File: src/rtl/pwb_pkg.sv
package pwb_pkg;
  typedef enum logic [0:0] {
    TMR_IDLE = 1'b0,
    TMR_RUN  = 1'b1
  } tmr_state_e;
endpackage

File: src/rtl/pwb_colptr.sv
module pwb_colptr #(
  parameter int CW = 4
) (
  input  logic          clk,
  input  logic          rst_n,
  input  logic          load,
  input  logic [CW-1:0] load_col,
  input  logic          adv,
  output logic [CW-1:0] col
);
  logic [CW-1:0] col_d, col_q;

  always_comb begin
    col_d = col_q;
    if (load)     col_d = load_col;
    else if (adv) col_d = col_q + CW'(1);
  end

  always_ff @(posedge clk or negedge rst_n) begin
    if (!rst_n) col_q <= '0;
    else        col_q <= col_d;
  end

  assign col = col_q;

  // column wraps inside the page
  assert_col_wrap_R2: assert property (@(posedge clk) disable iff (!rst_n)
    (adv && !load && col_q == {CW{1'b1}}) |=> (col_q == '0));
endmodule

File: src/rtl/pwb_buffer.sv
module pwb_buffer #(
  parameter int DEPTH = 16,
  parameter int CW    = 4
) (
  input  logic          clk,
  input  logic          rst_n,
  input  logic          wr_en,
  input  logic [CW-1:0] wr_col,
  input  logic [7:0]    wr_data,
  input  logic          clr,
  input  logic [CW-1:0] rd_col,
  output logic [7:0]    rd_data,
  output logic          rd_vld,
  output logic          any_vld
);
  logic [DEPTH-1:0] mask_d, mask_q;
  logic [7:0]       data_q [DEPTH];

  always_comb begin
    mask_d = mask_q;
    if (clr) mask_d = '0;
    else if (wr_en) begin
      for (int i = 0; i < DEPTH; i++)
        if (wr_col == CW'(i)) mask_d[i] = 1'b1;
    end
  end

  always_ff @(posedge clk or negedge rst_n) begin
    if (!rst_n) mask_q <= '0;
    else        mask_q <= mask_d;
  end

  for (genvar g = 0; g < DEPTH; g++) begin : g_ent
    always_ff @(posedge clk) begin
      if (wr_en && wr_col == CW'(g)) data_q[g] <= wr_data;
    end
  end

  assign rd_data = data_q[rd_col];
  assign rd_vld  = mask_q[rd_col];
  assign any_vld = |mask_q;

  // a clear leaves no filled column
  assert_clear_empties_R7: assert property (@(posedge clk) disable iff (!rst_n)
    clr |=> (mask_q == '0));
endmodule

File: src/rtl/pwb_timer.sv
module pwb_timer
  import pwb_pkg::*;
#(
  parameter int CYCLES = 500000,
  parameter int EW     = 19
) (
  input  logic          clk,
  input  logic          rst_n,
  input  logic          start,
  output logic          busy,
  output logic [EW-1:0] elapsed
);
  localparam logic [EW-1:0] LAST = EW'(CYCLES - 1);

  tmr_state_e    st_d, st_q;
  logic [EW-1:0] el_d, el_q;

  always_comb begin
    st_d = st_q;
    el_d = el_q;
    case (st_q)
      TMR_IDLE: if (start) begin
        st_d = TMR_RUN;
        el_d = '0;
      end
      TMR_RUN: begin
        if (el_q == LAST) st_d = TMR_IDLE;
        else              el_d = el_q + EW'(1);
      end
      default: st_d = TMR_IDLE;
    endcase
  end

  always_ff @(posedge clk or negedge rst_n) begin
    if (!rst_n) begin
      st_q <= TMR_IDLE;
      el_q <= '0;
    end else begin
      st_q <= st_d;
      el_q <= el_d;
    end
  end

  assign busy    = (st_q == TMR_RUN);
  assign elapsed = el_q;

  // interval ends one clock after the count runs out
  assert_busy_len_R5: assert property (@(posedge clk) disable iff (!rst_n)
    (busy && el_q == LAST) |=> !busy);
  // every interval begins at count zero
  assert_busy_origin_R5: assert property (@(posedge clk) disable iff (!rst_n)
    $rose(busy) |-> (el_q == '0));
endmodule

File: src/rtl/pwb_seq.sv
module pwb_seq #(
  parameter int ADDR_W     = 10,
  parameter int PAGE_BYTES = 16,
  parameter int WR_CYCLES  = 500000
) (
  input  logic              clk,
  input  logic              rst_n,
  input  logic              addr_load,
  input  logic [ADDR_W-1:0] addr_in,
  input  logic              byte_stb,
  input  logic [7:0]        byte_in,
  input  logic              stop_commit,
  input  logic              abort,
  output logic              busy,
  output logic              mem_we,
  output logic [ADDR_W-1:0] mem_addr,
  output logic [7:0]        mem_wdata
);
  localparam int CW = $clog2(PAGE_BYTES);
  localparam int PW = ADDR_W - CW;
  localparam int EW = $clog2(WR_CYCLES + 1);
  localparam logic [EW-1:0] LAST = EW'(WR_CYCLES - 1);
  localparam logic [EW-1:0] SCAN_END = EW'(PAGE_BYTES);

  logic          idle, ld, wr, clr, start, last;
  logic [CW-1:0] col, rd_col;
  logic [7:0]    rd_data;
  logic          rd_vld, any_vld, scan_act;
  logic [EW-1:0] elapsed;
  logic [PW-1:0] page_d, page_q;
  logic              we_d;
  logic [ADDR_W-1:0] addr_d;

  assign idle  = !busy;
  assign ld    = idle && addr_load && !abort;
  assign wr    = idle && byte_stb && !abort && !addr_load && !stop_commit;
  assign start = idle && stop_commit && any_vld && !abort && !addr_load;
  assign last  = busy && (elapsed == LAST);
  assign clr   = (idle && (abort || addr_load)) || last;

  pwb_colptr #(.CW(CW)) u_col (
    .clk(clk), .rst_n(rst_n), .load(ld), .load_col(addr_in[CW-1:0]),
    .adv(wr), .col(col)
  );

  pwb_buffer #(.DEPTH(PAGE_BYTES), .CW(CW)) u_buf (
    .clk(clk), .rst_n(rst_n), .wr_en(wr), .wr_col(col), .wr_data(byte_in),
    .clr(clr), .rd_col(rd_col), .rd_data(rd_data), .rd_vld(rd_vld),
    .any_vld(any_vld)
  );

  pwb_timer #(.CYCLES(WR_CYCLES), .EW(EW)) u_tmr (
    .clk(clk), .rst_n(rst_n), .start(start), .busy(busy), .elapsed(elapsed)
  );

  // page register
  always_comb begin
    page_d = page_q;
    if (ld) page_d = addr_in[ADDR_W-1:CW];
  end

  always_ff @(posedge clk or negedge rst_n) begin
    if (!rst_n) page_q <= '0;
    else        page_q <= page_d;
  end

  // drain scan over the first PAGE_BYTES cycles of the interval
  assign scan_act = busy && (elapsed < SCAN_END);
  assign rd_col   = elapsed[CW-1:0];
  assign we_d     = scan_act && rd_vld;
  assign addr_d   = {page_q, rd_col};

  always_ff @(posedge clk or negedge rst_n) begin
    if (!rst_n) begin
      mem_we    <= 1'b0;
      mem_addr  <= '0;
      mem_wdata <= '0;
    end else begin
      mem_we <= we_d;
      if (we_d) begin
        mem_addr  <= addr_d;
        mem_wdata <= rd_data;
      end
    end
  end

  // the array is written only inside a write interval
  assert_we_in_busy_R4: assert property (@(posedge clk) disable iff (!rst_n)
    mem_we |-> busy);
  // page held for the whole interval
  assert_page_fixed_R3: assert property (@(posedge clk) disable iff (!rst_n)
    (busy && $past(busy)) |-> $stable(page_q));
  // no interval without a filled column
  assert_no_empty_start_R8: assert property (@(posedge clk) disable iff (!rst_n)
    $rose(busy) |-> $past(any_vld));
  // quiet port coming out of reset
  assert_reset_quiet_R10: assert property (@(posedge clk) disable iff (!rst_n)
    (!busy && !$past(busy)) |-> !mem_we);
endmodule

File: config.mk
export PLATFORM = sky130hd
export DESIGN_NAME = pwb_seq
export DESIGN_NICKNAME = d
export VERILOG_FILES = /design/src/rtl/pwb_pkg.sv /design/src/rtl/pwb_colptr.sv /design/src/rtl/pwb_buffer.sv /design/src/rtl/pwb_timer.sv /design/src/rtl/pwb_seq.sv
export SDC_FILE = /design/constraint.sdc
export NUM_CORES = 1
export LEC_CHECK = 0
export CORE_ASPECT_RATIO = 1.2
export CORE_MARGIN = 1
export CORE_UTILIZATION = 38
export DETAILED_ROUTE_END_ITERATION = 8
export GPL_ROUTABILITY_DRIVEN = 0
export GPL_TIMING_DRIVEN = 0
export PLACE_DENSITY_LB_ADDON = 0.3
export RECOVER_POWER = 50
export SYNTH_ARGS = -nofsm -noshare
export SYNTH_HDL_FRONTEND = slang
export SYNTH_SLANG_ARGS = --single-unit
export TNS_END_PERCENT = 10
File: constraint.sdc
create_clock -name clk -period 2.7 [get_ports clk]
set_clock_uncertainty 0.1 [all_clocks]
set_input_delay 0.81 -clock clk [delete_from_list [all_inputs] [get_ports clk]]
set_output_delay 0.81 -clock clk [all_outputs]
set_load 0.01 [all_outputs]
==> results.toml <==
[status]
status = "finished with violations"
violations = "max-capacitance violations, max-slew violations"

[finish]
final_cells = 818
finalInstanceArea_mm2 = 0.00957
diodes = 0
nFillCells = 1695
final_common_cell = "edfxtp_1"
fin_nets = 569
drive_gt1_share_pct = 24.1
mostFrequentLayoutCells = "edfxtp_1 (128), dfrtp_1 (65), clkdlybuf4s50_1 (34)"
fin_util_pct = 47.1
synthToLayoutAreaGrowth_pct = 20.8

[synthesis]
synth_ff_type = "edfxtp_1"
syn_area_mm2 = 0.00793
syn_area_per_cell_um2 = 16.9
syn_inst = 469
yosys_warnings = 0
synth_cell_types = 46
ys_async_sr_fraction_pct = 33.7
syn_nets = 498
synth_seq_cells = 193
synth-seq-area-share_pct = 69.0
synth-edff-count = 128

[pwr]
p_sw_w = 0.00122
ir_drop_mv = 0.441
p_leak_nw = 3.35
intPower_w = 0.00442
sw_frac_of_total_pct = 21.7
power_frac_seq_pct = 56.2
combPwrFrac_pct = 1.8
pwr-share-clk_pct = 42.0
powerDensity_mw_per_mm2 = 589

[cts]
clk_latency_ns = 0.43
cts_buffer_depth = 2
root_buffer = "clkbuf_16"
htreeDepth = 4
cts_hold_buffers = 0
cts_tree = "yes"
path_clk_slew_ns = 0.07
cts_made_buffers = 17
clock_sinks = 193

[routing]
drc = 0
post_drt_wl_per_cell_um = 20.5
drt-vias-per-instance = 5.39
vias = 4409
drt_pass1_iterations = 4
ant_nets = 0
drtIter0Drc = 321
drt-total-wl_um = 16800

[floorplan]
num_rows = 57
core-area_mm2 = 0.0203
initial_core_util_pct = 39.0
die_y_um = 160
dieArea_mm2 = 0.0214
fp.dieW_um = 134
io_pins = 44

[worst_setup_path]
path_max_fanout = 9
startpoint_type = "primary input"
worst-endpoint-required_ns = 2.75
critPathKind = "in -> reg"
critical_path_arrival_ns = 2.60
crit_path_end_kind = "flip-flop"

[timing]
fin_crit_ns = 2.55
maxSlewViolCount = 66
setup_viol = 0
fin_crit_sh_pct = 94.4
hold_slack_ns = 0.402
hold_viol = 0
rsz0062_at_grt = "false"
setup_tns_ns = 0
maxSlewHeadroom_pct = -11.2
worst_pin_slew_ns = 1.67
fmax_mhz = 392

[placement]
io_buffers = 43
dp_hpwl_um = 10900
dp_cells = 777
placed_area_mm2 = 0.00870

[grt]
grt_overflow = 0
grtUsageTotal_pct = 17.1
grt_pass1_wl_um = 26800
grt_max_degree = 66
grt_pass1_vias = 4783
antenna_found_initial = 0

[worst_hold_path]
hold_path_class = "reg -> reg"

[run]
cap_violations = 1
-- routing by layer --
metal  share of wire (%)  vias to the layer above  GRT usage [%]
met5                   0                        -              0
met4                 2.1                        0           7.95
met3                 3.3                       25           4.03
met2                  53                       82           29.1
met1                  42                     2310           20.4
li1                    -                     1992              -
-- Yosys cell counts (2+ instances only) --
| cell | instances | area share (%) |
|---|---|---|
| nor2_1 | 24 | 1.1 |
| nand4_1 | 5 | 0.39 |
| or3_1 | 3 | 0.24 |
| nand3_1 | 15 | 0.95 |
| a21oi_1 | 4 | 0.25 |
| o211ai_1 | 6 | 0.57 |
| dfrtp_1 | 65 | 21 |
| o21a_1 | 16 | 1.5 |
| mux4_2 | 32 | 9.1 |
| xor2_1 | 3 | 0.33 |
| mux2_2 | 15 | 2.1 |
| and4_1 | 4 | 0.44 |
| o21ai_0 | 10 | 0.63 |
| nor3_1 | 9 | 0.57 |
| nor4_1 | 8 | 0.63 |
| clkbuf_1 | 11 | 0.52 |
| nand2_1 | 20 | 0.95 |
| edfxtp_1 | 128 | 49 |
| inv_1 | 10 | 0.47 |
| and3_1 | 4 | 0.32 |
| mux2_4 | 9 | 1.7 |
| ha_1 | 5 | 0.79 |
| o31ai_1 | 4 | 0.38 |
| a22oi_1 | 16 | 1.5 |
| mux4_1 | 4 | 1.3 |
| and2_1 | 2 | 0.16 |
| buf_2 | 8 | 0.51 |
| o41ai_1 | 2 | 0.22 |
| xnor2_1 | 7 | 0.77 |
| nand2b_1 | 4 | 0.32 |
-- sequential cells by signal, indices dropped and copies added (netlist names) --
register and flops:
u_tmr.elapsed 19, page_q 6, mem_wdata 8, u_tmr.busy 1, u_buf.mask_q 16, u_col.col 4, u_buf.data_q 128, mem_addr 10
mem_we 1
-- through the flow --
step | power, W | worst slack [ns]
finish | 0.00564 | 0.151
detailed placement | 0.00333 | -1.10
global route | 0.00582 | 0.0218
CTS | 0.00569 | 0.00907
global placement | 0.00333 | -1.53
floorplan | 0.00325 | -0.0653
-- power groups by stage --
stage | combinational (W) | sequential, W | clock (W)
2_1_floorplan | 0.0000160 | 0.00323 | 0
3_3_place_gp | 0.0000947 | 0.00323 | 0
3_5_place_dp | 0.000101 | 0.00323 | 0
4_1_cts | 0.000107 | 0.00317 | 0.00242
5_1_grt | 0.000114 | 0.00317 | 0.00254
6_report | 0.000102 | 0.00317 | 0.00237
-- kinds of logic after synthesis --
| group | Yosys count | share of synthesized area (%) |
|---|---|---|
| muxes | 62 | 14.7 |
| DFF | 193 | 69.0 |
| AOI/OAI and AO/OA | 62 | 5.67 |
| xor gates and xnor gates | 10 | 1.11 |
| buffers and inverters | 33 | 2.04 |
| and+or+nand+nor | 104 | 6.71 |
| adders and majority gates | 5 | 0.789 |
-- path summary, 6_finish.rpt --
kind	from	endpoint	slack [ns]	depth (start not counted)
max in group asynchronous	rst_n	mem_wdata[0]$_DFFE_PN0P_	0.81	1
hold reg to reg	page_q[4]$_DFFE_PN0P_	mem_addr[8]$_DFFE_PN0P_	0.40	1
setup reg to reg	u_tmr.elapsed[0]$_DFFE_PN0P_	mem_wdata[4]$_DFFE_PN0P_	0.18	6
setup / recovery	addr_load	u_buf.data_q[3][0]$_DFFE_PP_	0.15	6
min in group asynchronous	rst_n	mem_addr[5]$_DFFE_PN0P_	0.70	1
hold / removal	page_q[4]$_DFFE_PN0P_	mem_addr[8]$_DFFE_PN0P_	0.40	1
-- worst max-delay path, stage by stage --
cell and delay, ns:
clkdlybuf4s50_1 0.42, nor3_1 0.34, and3b_2 0.38, nand2_2 0.22
nor3_4 0.25, buf_12 0.17
-- final cells by class --
type                            instances  area (um2)  share of cell area (%)
Buffer                                 22         129                    1.35
Sequential cell                       193        5470                    57.1
Clock inverter                         13         119                    1.24
Timing Repair Buffer                   53         613                    6.40
Tap cell                              265         332                    3.46
Inverter                               10        37.5                   0.392
Clock buffer                           19         433                    4.52
Multi-Input combinational cell        243        2440                    25.5
-- repair_timing --
item	4_1_cts	5_1_grt
setup buffers	8	2
setup endpoints to repair	148	117
pin swaps	13	1
gates resized for setup	33	5
No activity file was read; power rests on OpenSTA's default activity.
